[src/rtl/sia_pkg.sv]
package sia_pkg;
  localparam int unsigned FUNC_W = 7;

  typedef enum logic [3:0] {
    OP_ADD, OP_SUB, OP_EQ, OP_LE, OP_LT, OP_ULE, OP_ULT, OP_BGE, OP_ILL
  } op_e;

  typedef struct packed {
    op_e        op;
    logic       is_long;
    logic [1:0] sh;     // left shift of first operand
    logic       trap;
  } dec_t;
endpackage

[src/rtl/sia_decode.sv]
module sia_decode
  import sia_pkg::*;
(
  input  logic [FUNC_W-1:0] func_i,
  output dec_t              dec_o
);
  always_comb begin
    dec_o = '{op: OP_ILL, is_long: 1'b0, sh: 2'd0, trap: 1'b0};
    unique case (func_i)
      7'h00: dec_o = '{OP_ADD, 1'b1, 2'd0, 1'b0};
      7'h02: dec_o = '{OP_ADD, 1'b1, 2'd2, 1'b0};
      7'h12: dec_o = '{OP_ADD, 1'b1, 2'd3, 1'b0};
      7'h40: dec_o = '{OP_ADD, 1'b1, 2'd0, 1'b1};
      7'h20: dec_o = '{OP_ADD, 1'b0, 2'd0, 1'b0};
      7'h22: dec_o = '{OP_ADD, 1'b0, 2'd2, 1'b0};
      7'h32: dec_o = '{OP_ADD, 1'b0, 2'd3, 1'b0};
      7'h60: dec_o = '{OP_ADD, 1'b0, 2'd0, 1'b1};
      7'h09: dec_o = '{OP_SUB, 1'b1, 2'd0, 1'b0};
      7'h0b: dec_o = '{OP_SUB, 1'b1, 2'd2, 1'b0};
      7'h1b: dec_o = '{OP_SUB, 1'b1, 2'd3, 1'b0};
      7'h49: dec_o = '{OP_SUB, 1'b1, 2'd0, 1'b1};
      7'h29: dec_o = '{OP_SUB, 1'b0, 2'd0, 1'b0};
      7'h2b: dec_o = '{OP_SUB, 1'b0, 2'd2, 1'b0};
      7'h3b: dec_o = '{OP_SUB, 1'b0, 2'd3, 1'b0};
      7'h69: dec_o = '{OP_SUB, 1'b0, 2'd0, 1'b1};
      7'h2d: dec_o = '{OP_EQ,  1'b0, 2'd0, 1'b0};
      7'h6d: dec_o = '{OP_LE,  1'b0, 2'd0, 1'b0};
      7'h4d: dec_o = '{OP_LT,  1'b0, 2'd0, 1'b0};
      7'h3d: dec_o = '{OP_ULE, 1'b0, 2'd0, 1'b0};
      7'h1d: dec_o = '{OP_ULT, 1'b0, 2'd0, 1'b0};
      7'h0f: dec_o = '{OP_BGE, 1'b0, 2'd0, 1'b0};
      default: ;
    endcase
  end
endmodule

[src/rtl/sia_addsub.sv]
module sia_addsub #(
  parameter int unsigned W = 64
) (
  input  logic [W-1:0] a_i,
  input  logic [W-1:0] b_i,
  input  logic         sub_i,
  input  logic         long_i,
  input  logic [1:0]   sh_i,
  output logic [W-1:0] res_o,
  output logic         ovf_o
);
  localparam int unsigned HW = W / 2;

  logic [W-1:0] a_sh, b_eff, sum;
  logic         sa, sb, sr;

  always_comb begin
    a_sh  = a_i << sh_i;
    b_eff = sub_i ? ~b_i : b_i;
    sum   = a_sh + b_eff + {{(W-1){1'b0}}, sub_i};
    // low half of the wide sum is exact for longword ops
    if (long_i) begin
      res_o = {{HW{sum[HW-1]}}, sum[HW-1:0]};
      sa    = a_sh[HW-1];
      sb    = b_i[HW-1];
      sr    = sum[HW-1];
    end else begin
      res_o = sum;
      sa    = a_sh[W-1];
      sb    = b_i[W-1];
      sr    = sum[W-1];
    end
    ovf_o = (sub_i ? (sa != sb) : (sa == sb)) && (sr != sa);
  end
endmodule

[src/rtl/sia_compare.sv]
module sia_compare #(
  parameter int unsigned W = 64
) (
  input  logic [W-1:0]   a_i,
  input  logic [W-1:0]   b_i,
  output logic           eq_o,
  output logic           slt_o,
  output logic           ult_o,
  output logic [W/8-1:0] bge_o
);
  localparam int unsigned NL = W / 8;

  assign eq_o  = (a_i == b_i);
  assign slt_o = ($signed(a_i) < $signed(b_i));
  assign ult_o = (a_i < b_i);

  for (genvar i = 0; i < NL; i++) begin : g_lane
    assign bge_o[i] = (a_i[8*i +: 8] >= b_i[8*i +: 8]);
  end
endmodule

[src/rtl/scaled_int_alu.sv]
module scaled_int_alu
  import sia_pkg::*;
#(
  parameter int unsigned W = 64
) (
  input  logic              clk_i,
  input  logic              rst_ni,
  input  logic              valid_i,
  input  logic [FUNC_W-1:0] func_i,
  input  logic [W-1:0]      opa_i,
  input  logic [W-1:0]      opb_i,
  output logic [W-1:0]      result_o,
  output logic              valid_o,
  output logic              ovf_o,
  output logic              illegal_o
);
  localparam int unsigned NL = W / 8;

  dec_t          dec;
  logic [W-1:0]  as_res, res_d;
  logic          as_ovf, eq, slt, ult;
  logic [NL-1:0] bge;

  sia_decode u_dec (.func_i(func_i), .dec_o(dec));

  sia_addsub #(.W(W)) u_as (
    .a_i(opa_i), .b_i(opb_i), .sub_i(dec.op == OP_SUB),
    .long_i(dec.is_long), .sh_i(dec.sh), .res_o(as_res), .ovf_o(as_ovf)
  );

  sia_compare #(.W(W)) u_cmp (
    .a_i(opa_i), .b_i(opb_i), .eq_o(eq), .slt_o(slt), .ult_o(ult), .bge_o(bge)
  );

  always_comb begin
    res_d = '0;
    unique case (dec.op)
      OP_ADD, OP_SUB: res_d = as_res;
      OP_EQ:  res_d[0] = eq;
      OP_LE:  res_d[0] = slt | eq;
      OP_LT:  res_d[0] = slt;
      OP_ULE: res_d[0] = ult | eq;
      OP_ULT: res_d[0] = ult;
      OP_BGE: res_d[NL-1:0] = bge;
      default: res_d = '0;
    endcase
  end

  always_ff @(posedge clk_i or negedge rst_ni) begin
    if (!rst_ni) begin
      result_o  <= '0;
      valid_o   <= 1'b0;
      ovf_o     <= 1'b0;
      illegal_o <= 1'b0;
    end else begin
      valid_o   <= valid_i;
      ovf_o     <= valid_i && dec.trap && as_ovf;
      illegal_o <= valid_i && (dec.op == OP_ILL);
      if (valid_i) result_o <= res_d;
    end
  end
endmodule

[config.mk]
export PLATFORM = sky130hd
export DESIGN_NAME = scaled_int_alu
export DESIGN_NICKNAME = d
export VERILOG_FILES = /design/src/rtl/sia_pkg.sv /design/src/rtl/sia_decode.sv /design/src/rtl/sia_addsub.sv /design/src/rtl/sia_compare.sv /design/src/rtl/scaled_int_alu.sv
export SDC_FILE = /design/constraint.sdc
export NUM_CORES = 1
export LEC_CHECK = 0
export ABC_AREA = 0
export CAP_MARGIN = 30
export CELL_PAD_IN_SITES_DETAIL_PLACEMENT = 0
export CELL_PAD_IN_SITES_GLOBAL_PLACEMENT = 1
export CORE_MARGIN = 5
export CORE_UTILIZATION = 45
export CTS_CLUSTER_SIZE = 25
export DETAILED_ROUTE_END_ITERATION = 10
export DONT_BUFFER_PORTS = 1
export PLACE_DENSITY = 0.81
export SYNTH_ARGS = -nofsm -noshare
export SYNTH_HDL_FRONTEND = slang
export SYNTH_SLANG_ARGS = --single-unit
[constraint.sdc]
create_clock -name clk_i -period 1.4 [get_ports clk_i]
set_input_delay 0 -clock clk_i [delete_from_list [all_inputs] [get_ports clk_i]]
set_output_delay 0 -clock clk_i [all_outputs]
set_load 0.005 [all_outputs]
---- After elaboration in Yosys (flattened, before gate mapping) ----
Cells that the tools add are included.
cells by class
  $add $sub $neg .......................... 2
  $lt $le $gt $ge ......................... 10
  equality and inequality tests ........... 33
  shift-type cells ........................ 1
  mux-type cells .......................... 10
  bitwise operators ....................... 3
  reductions and logical operators ........ 7
operators by type and width
  operator                                       number
  one-hot mux 8 bit (22 select lines)            1
  < comparator 64 bit                            2
  two-way mux 64 bit                             2
  adder 64 x 1 -> 64 bit                         1
  adder 64 bit                                   1
  == test 64 bit                                 1
  >= comparator 8 bit                            8
  NOT 64 bit                                     1
  left shift 64 x 2 -> 64 bit                    1
  == test 7 x 6 -> 1 bit, second input constant  8
  two-way mux 56 bit                             1
  == test 7 bit, second input constant           6
  == test 7 x 4 -> 1 bit, second input constant  3
  == test 7 x 5 -> 1 bit, second input constant  3
  == test 4 x 3 -> 1 bit, second input constant  4
  one-hot mux 7 bit (2 select lines)             1
  == test 4 x 2 -> 1 bit, second input constant  2
  == test 7 x 2 -> 1 bit, second input constant  1
  zero test 7 bit                                1
  one-hot mux 1 bit (7 select lines)             1
  == test 4 x 1 -> 1 bit, second input constant  1
  == test 4 bit, second input constant           1
  logical AND 1 bit                              4
  zero test 4 bit                                1
  other kinds (5)                                10
storage, ports and cells
  register bits ........................... 67
  input bits .............................. 138
  output and inout port bits .............. 67
  logic and storage cells ................. 70

---- Depth between registers and ports, before layout ----
Gate-level depths: netlist of run 1.
  word-level depth ........................ 10
  mapped depth ............................ 20
  gate-level depth less buffers ........... 15

---- Cells and area by module ----
From an unflattened synthesis of run 1, not the netlist that was laid out.
second synthesis, totals
  cells, all modules ...................... 1422
  area total of the unflattened synthesis .. 11367.2 um^2
by module, submodules not included
  module          times used  cells each  area each (um^2)  sequential area each (um^2)
  sia_addsub      1           797         6304.8            0.0
  scaled_int_alu  1           294         2821.5            1676.6
  sia_compare     1           291         2008.2            0.0
  sia_decode      1           40          232.7             0.0

---- Least setup slack after synthesis of run 1 ----
No wires, ideal clock.
  path kind ............................... input -> register
  from .................................... in func_i[4]
  to ...................................... reg result_o[62]
  library setup time ...................... 0.142 ns
  arrival time ............................ 4.412 ns
  data required time ...................... 1.258 ns
  path slack .............................. -3.154 ns
  stages on the path ...................... 17
  buffers on the path ..................... 3
  cell sequence ........................... buf_6 -> mux2_4 -> nor3_1 -> clkbuf_1 -> clkbuf_1 -> xnor2_1 -> fa_1 -> a211oi_1 -> o211ai_1 -> a311oi_1 -> o21ai_0 -> a31oi_1 -> a21oi_1 -> a311oi_1 -> o21ai_0 -> xnor2_1 -> o221ai_1
between the ends
  word-level cells in the longest chain between the ends .. 8
  elaborated cells on any way between the ends .. 32
  those cells by class .................... add/sub: 2; eq/ne: 22; shift: 1; mux: 4; reduce/logical: 3
RTL lines
  what                                                  RTL line                                    text
  start, declared                                       scaled_int_alu.sv:9                         input logic [FUNC_W-1:0] func_i,
  == test 7 x 4 -> 1 bit, or another cell as far along  sia_decode.sv:9                             unique case (func_i)
  one-hot mux 8 bit (22 select lines) (*)               sia_decode.sv:9
  == test 4 x 1 -> 1 bit                                scaled_int_alu.sv:27, scaled_int_alu.sv:37
  two-way mux 64 bit                                    sia_addsub.sv:19                            b_eff = sub_i ? ~b_i : b_i;
  adder 64 bit                                          sia_addsub.sv:20                            sum = a_sh + b_eff + {{(W-1){1'b0}}, sub_i};
  adder 64 x 1 -> 64 bit                                sia_addsub.sv:20
  two-way mux 64 bit                                    sia_addsub.sv:22                            if (long_i) begin
  two-way mux 56 bit (*)                                scaled_int_alu.sv:37                        unique case (dec.op)
  end signal, assigned                                  scaled_int_alu.sv:59                        if (valid_i) result_o <= res_d;
  end, declared                                         scaled_int_alu.sv:12                        output logic [W-1:0] result_o,
Mark *: on every way between the ends. The rest lies on a longest branch, timed or not.
A chain may end at the register's enable or synchronous reset.

---- Worst setup path after layout of run 1 ----
  from .................................... in func_i[4]
  to ...................................... reg result_o[52]
The elaborated chain is that of the path after synthesis.

==> results of run 1 <==
-- report_power, final --
group          internal [mW]  total (mW)  leakage (nW)  switching [mW]
clock network           1.74        2.76         0.165            1.02
registers               2.09        2.26         0.905           0.169
logic                   4.11        8.12          6.82            4.01
total                   7.94        13.1          7.89            5.19
-- worst register-to-register path: stages, from the launching register on --
cell and delay (ns):
sky130_fd_sc_hd__dfrtp_1 0.38, sky130_fd_sc_hd__nor2b_1 0.26, sky130_fd_sc_hd__nand4b_1 0.15, sky130_fd_sc_hd__o21ai_0 0.09, sky130_fd_sc_hd__nor3b_1 0.23
-- cell usage after synthesis, drive strengths merged, types with 12 or more instances --
master,count
nor2b,12
xor2,21
mux2i,63
nor2,126
clkbuf,62
ha,133
o21ai,73
xnor2,99
o2bb2ai,27
a21oi,187
nand2b,17
nand2,97
inv,98
dfrtp,67
nor3,16
a21o,62
nand4,36
nand3,21
a211oi,14
-- metrics by stage --
| step | TNS [ns] | worst slack (ns) | instance area (sq um) | hold slack [ns] |
|---|---|---|---|---|
| 3_5_place_dp | -122.97 | -2.63 | 14000 | -0.289 |
| 3_3_place_gp | -119.83 | -2.63 | 14000 | -0.290 |
| 6_report | -108.39 | -2.20 | 16700 | -0.666 |
| 2_1_floorplan | -113.79 | -2.33 | 11200 | -0.296 |
| 4_1_cts | -93.82 | -1.93 | 15600 | -0.669 |
| 5_1_grt | -112.91 | -2.26 | 16700 | -0.674 |
-- cell type report --
class / count / area, sq um
clock buffer: 9 / 225
clock inverter: 7 / 116
fill: 1645 / 5990
inverter: 98 / 387
multi-input combinational: 1148 / 9990
sequential: 67 / 1680
tap: 285 / 357
timing repair buffer: 467 / 3970
-- path summary, 6_finish.rpt --
| check | from | endpoint | slack (ns) |
|---|---|---|---|
| min in group clk_i | func_i[1] | ovf_o | 0.02 |
| setup reg to reg | result_o[60] | result_o[60] | 0.20 |
| setup / recovery | func_i[4] | result_o[52] | -2.20 |
| hold reg to reg | result_o[32] | result_o[32] | 0.51 |
| max in group asynchronous | rst_ni | result_o[33] | 1.92 |
| hold / removal | rst_ni | result_o[1] | -0.67 |
-- state kept, by name, indices dropped and copies added, names as in the netlist --
signal     flops
illegal_o      1
ovf_o          1
result_o      64
valid_o        1
-- routing by layer --
| metal | track usage | vias up | share of wire |
|---|---|---|---|
| met5 | 0 | - | 0 |
| met4 | 0.0830 | 0 | 0.034 |
| met3 | 0.0731 | 96 | 0.081 |
| met2 | 0.496 | 481 | 0.46 |
| met1 | 0.402 | 5911 | 0.42 |
| li1 | - | 5808 | - |
-- repair_timing --
action,in CTS,in global routing
hold endpoints to repair,84,67
gates resized for setup,153,146
gates cloned,4,2
pin swaps,78,139
endpoints found under the setup margin,65,66
buffers inserted,45,46
-- kinds of logic after synthesis --
kind of cell	synth area share
AO/OA/AOI/OAI	0.281
XOR/XNOR	0.102
adder cells (fa/ha/maj)	0.162
buffers and inverters	0.0620
flip-flops	0.161
multiplexers	0.0621
AND/OR/NAND/NOR	0.170
==> impl_metrics.yaml, run 1 <==
outcome:
  run_status: "finished, violations left"
  violated_checks: "hold timing, setup timing"
cells_and_area:
  nNetsFinal: 2063
  post_layout_utilization_of_the_core: 0.736
  number_of_standard_cells_in_the_final_layout_excluding_fillers: 2081
  most-common-layout-cells: "392 x sky130_fd_sc_hd__buf_4, 122 x sky130_fd_sc_hd__a21oi_1, 115 x sky130_fd_sc_hd__nor2_1"
  syn2layout_area_growth_pct: 60.8
  final_layout_size_suffix_gt1_frac: 0.416
  layout.cells.most_common: "sky130_fd_sc_hd__buf_4"
  antenna_cell_count: 0
worst_setup_path:
  crit_slowest_cell: "sky130_fd_sc_hd__or3_4"
  critical_path.startpoint_type: "input pin"
  cpPeakStageDelay_ns: 0.46
  critical_path.endpoint_type: "flip-flop"
  path_class: "input pin to flip-flop"
  worstPathCellList: "mux2_4 > nor3_4 > buf_12 > buf_6 > buf_6 > xnor2_4 > ha_4 > nand4_1 > nor2_2 > o211ai_1 > a21o_1 > a211oi_4 > buf_4 > o21bai_4 > and4_4 > or3_4 > or3_1 > nand4_1"
  worst-r2r-cell-count: 4
  data_arrival_time_of_the_critical_path_ns: 3.89
  delay_heaviest_family_cp: "simple AND/OR/NAND/NOR gates"
  peak_fanout_along_the_critical_path: 68
  crit_path_cell_count: 18
  worst_ep_required_ns: 1.69
  cp.buffers_inverters: 4
global_route:
  first_global_vias: 12100
  gr-total-overflow: 0
  grt_antenna_before_repair: 0
  maximum_number_of_pins_on_one_net_before_global_route_repair: 69
  grt_use_total: 0.303
  grt_pass1_wl_um: 64200
placed_design:
  post-dp-hpwl_um: 31000
  io_buffer_count: 0
  placed_cells: 1978
  gpl.final_weighted_congestion: 0.917
synth:
  yosysWarningCount: 0
  dominantRegCellSynth: "sky130_fd_sc_hd__dfrtp_1"
  synth_cell_type_count: 71
  post_synth_inst_count: 1382
  synth-seq-cells: 67
  post_synth_instance_area_sq_mm: 0.0104
  netlist_top_cells_area: "sky130_fd_sc_hd__dfrtp_1 16%, sky130_fd_sc_hd__ha_1 16%, sky130_fd_sc_hd__a21oi_1 9.0%, sky130_fd_sc_hd__xnor2_1 8.3%, sky130_fd_sc_hd__mux2i_1 6.1%"
  asyncSetResetFlopFracSynth: 1.00
  netlist.top_cell.by_area: "sky130_fd_sc_hd__dfrtp_1"
  synthDominantCellAreaShare: 0.161
  synth_seq_area_share: 0.161
  synth_fp_nets: 1654
  synth_edf_count: 0
  post_synth.cell_area_avg_sq_um: 7.52
sta:
  timing_hold_violations_final: 67
  rsz0062_at_grt: "true"
  timing.final.ws_setup_ns: -2.20
  worst-slew-pin-transition_ns: 0.932
  report.final.slew_viol_count: 0
  period_share: 2.57
  maxClockFrequency_mhz: 278
  timing.hold.ws_ns: -0.666
  finalClockSkew_ns: 0
  max-slew-margin-rel: 0.379
  final.min_clock_period_ns: 3.60
  setup_viol: 65
power:
  static-leakage-power_nw: 7.89
  vdd.ir_drop.worst_mv: 0.607
  finalPower_mw: 13.1
  power_density_mw_per_mm2: 786
die:
  placeableCoreArea_sq_mm: 0.0227
  die_x_um: 162
  count_of_standard_cell_rows: 55
  pin_count: 205
  dieHeight_um: 162
  starting_density: 0.458
  die_area_sq_mm: 0.0262
clocking:
  clock_insertion_delay_worst_skew_ns: 0.36
  hold_bufs_inserted_after_cts: 6
  cts.sink_count: 67
  ctsHtreeMaxLevel: 3
  path_clk_slew_ns: 0.06
  cts_buffer_depth: 2
  cts.root.buffer_cell: "sky130_fd_sc_hd__clkbuf_16"
  cts-buffers-inserted: 9
  tritoncts_clock_tree: "built"
route:
  remaining_drc_errors: 0
  route.detailed.wl_per_inst_um: 21.0
  drt_iter0_drc: 987
  post_drt_via_cell_ratio: 5.91
  detail-route-antenna-nets: 0
  via_count: 12300
  postRouteWirelength_um: 43700
  drt-pass1-iter-count: 5
worst_hold_path:
  classification_of_the_worst_slack_hold_path: "input pin to asynchronous set/reset pin"
job:
  max-cap-violations: 0
Note: power is estimated with default switching activity, not from simulation.
==> run 2, diff against run 1 <==
- BUFFER_PORTS_ARGS: not set -> -buffer_cell sky130_fd_sc_hd__clkbuf_2
- CELL_PAD_IN_SITES_DETAIL_PLACEMENT: 0 -> not set
- CELL_PAD_IN_SITES_GLOBAL_PLACEMENT: 1 -> not set
- DONT_BUFFER_PORTS: 1 -> not set
- PLACE_DENSITY: 0.81 -> 0.7
==> run 2 against run 1 <==
Against the previous run: the flow finishes with violations (setup timing); fmax fell by 5.5%; critical path depth increased by 4; largest cell class unchanged; count of clock-buffer cells in the layout increased by 1; total power is 11% higher; highest routed layer is now met5; combinational power increased by 17%; design area increased by 11%; critical path type unchanged; cell count increased by 14%.
==> impl_metrics.yaml, run 2 (synthesis results as in run 1) <==
sta:
  max-slew-margin-rel: 0.493
  timing_hold_violations_final: 0
  period_share: 2.72
  report.final.slew_viol_count: 0
  tns_ns: -120.08
  finalClockSkew_ns: 0
  worst-slew-pin-transition_ns: 0.752
  timing.final.ws_setup_ns: -2.41
  rsz0062_at_grt: "true"
  setup_viol: 65
  timing.hold.ws_ns: 0.0954
  maxClockFrequency_mhz: 263
  final.min_clock_period_ns: 3.81
cells_and_area:
  layout.cells.most_common: "sky130_fd_sc_hd__buf_4"
  largest_reg_flops: 64
  syn2layout_area_growth_pct: 78.4
  final.fill_count: 1261
  top_register: "result_o"
  seq_area_sq_mm: 0.00168
  final_layout_size_suffix_gt1_frac: 0.505
  area_of_combinational_cells_with_multiple_inputs_sq_mm: 0.00989
  design_area_sq_mm: 0.0185
  post_layout_utilization_of_the_core: 0.817
  most-common-layout-cells: "475 x sky130_fd_sc_hd__buf_4, 198 x sky130_fd_sc_hd__clkbuf_2, 114 x sky130_fd_sc_hd__nor2_1"
  nNetsFinal: 2362
outcome:
  run_status: "finished, violations left"
  violated_checks: "setup timing"
global_route:
  maximum_number_of_pins_on_one_net_before_global_route_repair: 68
  first_global_vias: 14000
  grt_antenna_before_repair: 2
  gr-total-overflow: 0
  grt_use_total: 0.346
  grt_pass1_wl_um: 73500
route:
  drt_iter0_drc: 1941
  post_drt_via_cell_ratio: 6.22
  via_count: 14800
  remaining_drc_errors: 0
  route.detailed.wl_per_inst_um: 22.7
  detail-route-antenna-nets: 0
  drt-pass1-iter-count: 6
  postRouteWirelength_um: 54000
clocking:
  tritoncts_clock_tree: "built"
  path_clk_slew_ns: 0.07
  cts.root.buffer_cell: "sky130_fd_sc_hd__clkbuf_16"
  cts-buffers-inserted: 9
  cts.sink_count: 67
  ctsHtreeMaxLevel: 3
  cts_buffer_depth: 2
  clock_insertion_delay_worst_skew_ns: 0.36
power:
  static-leakage-power_nw: 9.25
  power_density_mw_per_mm2: 783
  vdd.ir_drop.worst_mv: 0.580
die:
  die_x_um: 162
  starting_density: 0.458
  count_of_standard_cell_rows: 55
  dieHeight_um: 162
  pin_count: 205
  placeableCoreArea_sq_mm: 0.0227
  die_area_sq_mm: 0.0262
placed_design:
  detailed_place.area_sq_mm: 0.0157
  post-dp-hpwl_um: 33600
  io_buffer_count: 204
  gpl.final_weighted_congestion: 0.975
worst_setup_path:
  critical_path.startpoint_type: "input pin"
  delay_heaviest_family_cp: "compound AO/OA/AOI/OAI gates"
  critical_path.endpoint_type: "flip-flop"
  path_class: "input pin to flip-flop"
  timing.critical_path.mode_cell: "sky130_fd_sc_hd__buf_4"
  worst_ep_required_ns: 1.70
  worstPathCellList: "buf_8 > xor2_2 > buf_4 > nor3_4 > buf_6 > buf_6 > buf_16 > buf_4 > a21oi_1 > ha_1 > buf_4 > nand3_2 > o221ai_2 > a21oi_2 > buf_4 > a311oi_4 > a2111oi_4 > nor2_4 > a2111oi_4 > a41o_1 > nor4_1 > a221o_1"
  peak_fanout_along_the_critical_path: 8
  crit_slowest_cell: "sky130_fd_sc_hd__o221ai_2"
  cpPeakStageDelay_ns: 0.43
  data_arrival_time_of_the_critical_path_ns: 4.10
  cp.buffers_inverters: 8
worst_hold_path:
  classification_of_the_worst_slack_hold_path: "input pin to flip-flop"
job:
  max-cap-violations: 0
-- run 2: report_power, final --
group / switching [mW] / internal [mW] / leakage [nW] / total, mW
Combinational: 4.88 / 4.66 / 8.18 / 9.54
Sequential: 0.136 / 2.09 / 0.905 / 2.22
Clock: 1.14 / 1.62 / 0.163 / 2.76
-- run 2: through the flow --
stage                     power [mW]  std cells  setup slack [ns]
final                           14.5       2381             -2.41
after global routing            15.1       2380             -2.48
after CTS                       13.0       2343             -2.02
after detailed placement        9.43       2261             -2.53
after global placement          9.31       2261             -2.48
after floorplan                 6.04       1382             -2.33
-- run 2: cell type report --
cell class | instances | area share
antenna | 1 | 0.000135
sequential | 67 | 0.0904
multi-input combinational | 1147 | 0.533
clock buffer | 10 | 0.0129
timing repair buffer | 767 | 0.319
clock inverter | 6 | 0.00472
inverter | 98 | 0.0206
tap | 285 | 0.0192
-- run 2: repair_timing --
action / CTS / global route
hold buffers: 2 / 0
pin swaps: 56 / 103
resized for setup: 170 / 157
endpoints found under the hold margin: 68 / 0
setup endpoints to repair: 65 / 65
setup buffers: 56 / 56
cloned: 9 / 1
-- run 2: final timing paths --
kind                         startpoint  cells after the start  slack [ns]           end
max in group asynchronous        rst_ni                      3        0.83  result_o[57]
min reg2reg                result_o[45]                      1        0.49  result_o[45]
max                           func_i[0]                     22       -2.41  result_o[61]
max reg2reg                result_o[60]                      4        0.02  result_o[60]
min                           func_i[1]                      5         0.1   result_o[0]
min in group asynchronous        rst_ni                      3        0.20  result_o[22]
-- run 2: routing by layer --
layer	GRT usage	vias to the layer above	routed length, um
met1	0.445	6979	19800
met5	0	-	28
met3	0.0586	345	5610
met2	0.573	1059	24500
li1	-	6415	-
met4	0.154	4	4050
-- run 2: worst reg2reg max path, stage by stage, from the launching register on --
cell and delay, ns:
sky130_fd_sc_hd__dfrtp_1 0.41, sky130_fd_sc_hd__nor2b_1 0.34, sky130_fd_sc_hd__nand4b_1 0.17, sky130_fd_sc_hd__o21ai_0 0.12
sky130_fd_sc_hd__nor3b_1 0.25
==> run 3, diff against run 2 <==
- RECOVER_POWER: not set -> 25
==> run 3 against run 2 <==
Against the previous run: the flow still finishes with violations (setup timing); sequential share of layout area barely moved; worst setup slack got worse by 0.040 ns; first-iteration DRC count fell by 3.9%; largest power group unchanged.
==> impl_metrics.yaml, run 3 (synthesis results as in run 1) <==
sta:
  period_share: 2.75
  timing.final.ws_setup_ns: -2.45
  timing_hold_violations_final: 0
  rsz0062_at_grt: "true"
  worst-slew-pin-transition_ns: 1.06
  max-slew-margin-rel: 0.290
  timing.hold.ws_ns: 0.0966
  report.final.slew_viol_count: 0
  final.min_clock_period_ns: 3.85
  maxClockFrequency_mhz: 260
  setup_viol: 65
  finalClockSkew_ns: 0
route:
  post_drt_via_cell_ratio: 6.18
  route.detailed.wl_per_inst_um: 22.7
  remaining_drc_errors: 0
  drt-pass1-iter-count: 6
  drt_iter0_drc: 1865
  postRouteWirelength_um: 54100
  detail-route-antenna-nets: 0
  via_count: 14700
job:
  max-cap-violations: 0
worst_setup_path:
  crit_start: "func_i[0]"
  data_arrival_time_of_the_critical_path_ns: 4.14
  peak_fanout_along_the_critical_path: 8
  critical_path.endpoint_type: "flip-flop"
  crit-reg2reg-launch: "result_o[60]"
  path_class: "input pin to flip-flop"
  critical_path.startpoint_type: "input pin"
  worst_ep_required_ns: 1.69
cells_and_area:
  syn2layout_area_growth_pct: 78.2
  largest_reg_flops: 64
  final_layout_size_suffix_gt1_frac: 0.505
  layout.cells.most_common: "sky130_fd_sc_hd__buf_4"
  area_of_combinational_cells_with_multiple_inputs_sq_mm: 0.00989
  most-common-layout-cells: "475 x sky130_fd_sc_hd__buf_4, 198 x sky130_fd_sc_hd__clkbuf_2, 114 x sky130_fd_sc_hd__nor2_1"
  seq_area_sq_mm: 0.00168
  nNetsFinal: 2362
  top_register: "result_o"
  number_of_standard_cells_in_the_final_layout_excluding_fillers: 2381
  final.fill_count: 1263
clocking:
  path_clk_slew_ns: 0.07
  ctsHtreeMaxLevel: 3
  cts-buffers-inserted: 9
  cts.root.buffer_cell: "sky130_fd_sc_hd__clkbuf_16"
  clock_insertion_delay_worst_skew_ns: 0.36
  tritoncts_clock_tree: "built"
  cts_buffer_depth: 2
  cts.sink_count: 67
die:
  die_x_um: 162
  dieHeight_um: 162
  pin_count: 205
  die_area_sq_mm: 0.0262
  count_of_standard_cell_rows: 55
  starting_density: 0.458
  placeableCoreArea_sq_mm: 0.0227
outcome:
  violated_checks: "setup timing"
  run_status: "finished, violations left"
placed_design:
  io_buffer_count: 204
  gpl.final_weighted_congestion: 0.975
  post-dp-hpwl_um: 33600
  dpl_worst_slack_ns: -2.53
  placed_cells: 2261
global_route:
  grt_pass1_wl_um: 73500
  grt_antenna_before_repair: 2
  first_global_vias: 14000
  grt_use_total: 0.346
  maximum_number_of_pins_on_one_net_before_global_route_repair: 68
  gr-total-overflow: 0
power:
  vdd.ir_drop.worst_mv: 0.580
  static-leakage-power_nw: 9.24
  power_density_mw_per_mm2: 784
worst_hold_path:
  classification_of_the_worst_slack_hold_path: "input pin to flip-flop"
  min-delay-start: "func_i[1]"
run 3: final timing paths:
check                               end  slack, ns  cells past startpoint
max                        result_o[61]      -2.45                     22
min                         result_o[0]        0.1                      5
max reg2reg                result_o[60]       0.03                      4
min reg2reg                result_o[59]       0.49                      1
max in group asynchronous  result_o[57]       0.24                      3
min in group asynchronous  result_o[22]       0.48                      3
run 3: worst max-delay path, stage by stage:
cell                        delay [ns]
sky130_fd_sc_hd__buf_8            0.10
sky130_fd_sc_hd__xor2_2           0.16
sky130_fd_sc_hd__buf_4            0.14
sky130_fd_sc_hd__nor3_4           0.18
sky130_fd_sc_hd__buf_6            0.13
sky130_fd_sc_hd__buf_6            0.13
sky130_fd_sc_hd__buf_16           0.13
sky130_fd_sc_hd__buf_4            0.12
sky130_fd_sc_hd__a21oi_1          0.08
sky130_fd_sc_hd__ha_1             0.39
sky130_fd_sc_hd__buf_4            0.16
sky130_fd_sc_hd__nand3_2          0.20
sky130_fd_sc_hd__o221ai_2         0.44
sky130_fd_sc_hd__a21oi_2          0.13
sky130_fd_sc_hd__buf_4            0.17
sky130_fd_sc_hd__a311oi_4         0.36
sky130_fd_sc_hd__a2111oi_4        0.09
sky130_fd_sc_hd__nor2_4           0.21
sky130_fd_sc_hd__a2111oi_4        0.10
sky130_fd_sc_hd__a41o_1           0.23
sky130_fd_sc_hd__nor4_1           0.26
sky130_fd_sc_hd__a221o_1          0.19
run 3: final cells by class:
class | instances | share of cell area
Antenna cell | 1 | 0.000135
Clock buffer | 10 | 0.0129
Clock inverter | 6 | 0.00473
Inverter | 98 | 0.0206
Multi-Input combinational cell | 1147 | 0.534
Sequential cell | 67 | 0.0905
Tap cell | 285 | 0.0192
Timing Repair Buffer | 767 | 0.318
run 3: where the power goes:
group | switching (mW) | internal, mW
clock | 1.15 | 1.62
sequential | 0.136 | 2.09
combinational | 4.88 | 4.66
total | 6.17 | 8.36
run 3: metal layers:
layer  track usage  wire length (um)  up-vias
li1              -                 -     6417
met1         0.445             19700     6894
met2         0.573             24500     1049
met3        0.0586              5820      354
met4         0.154              4080        4
met5             0                21        -
run 3: through the flow:
| stage | util | TNS, ns | power, mW | instance area [sq um] |
|---|---|---|---|---|
| detailed placement | 0.690 | -129.46 | 9.43 | 15700 |
| global placement | 0.690 | -123.19 | 9.31 | 15700 |
| floorplan | - | -113.79 | 6.04 | 11200 |
| finish | 0.816 | -120.03 | 14.5 | 18500 |
| global route | 0.816 | -124.05 | 15.1 | 18500 |
| CTS | 0.769 | -102.03 | 13.0 | 17500 |
run 3: repair_timing:
item | in CTS | in global routing
hold buffers | 2 | 0
cloned | 9 | 1
resized for setup | 170 | 157
setup endpoints to repair | 65 | 65
endpoints found under the hold margin | 68 | 0
pin swaps | 56 | 103
buffers inserted | 56 | 56
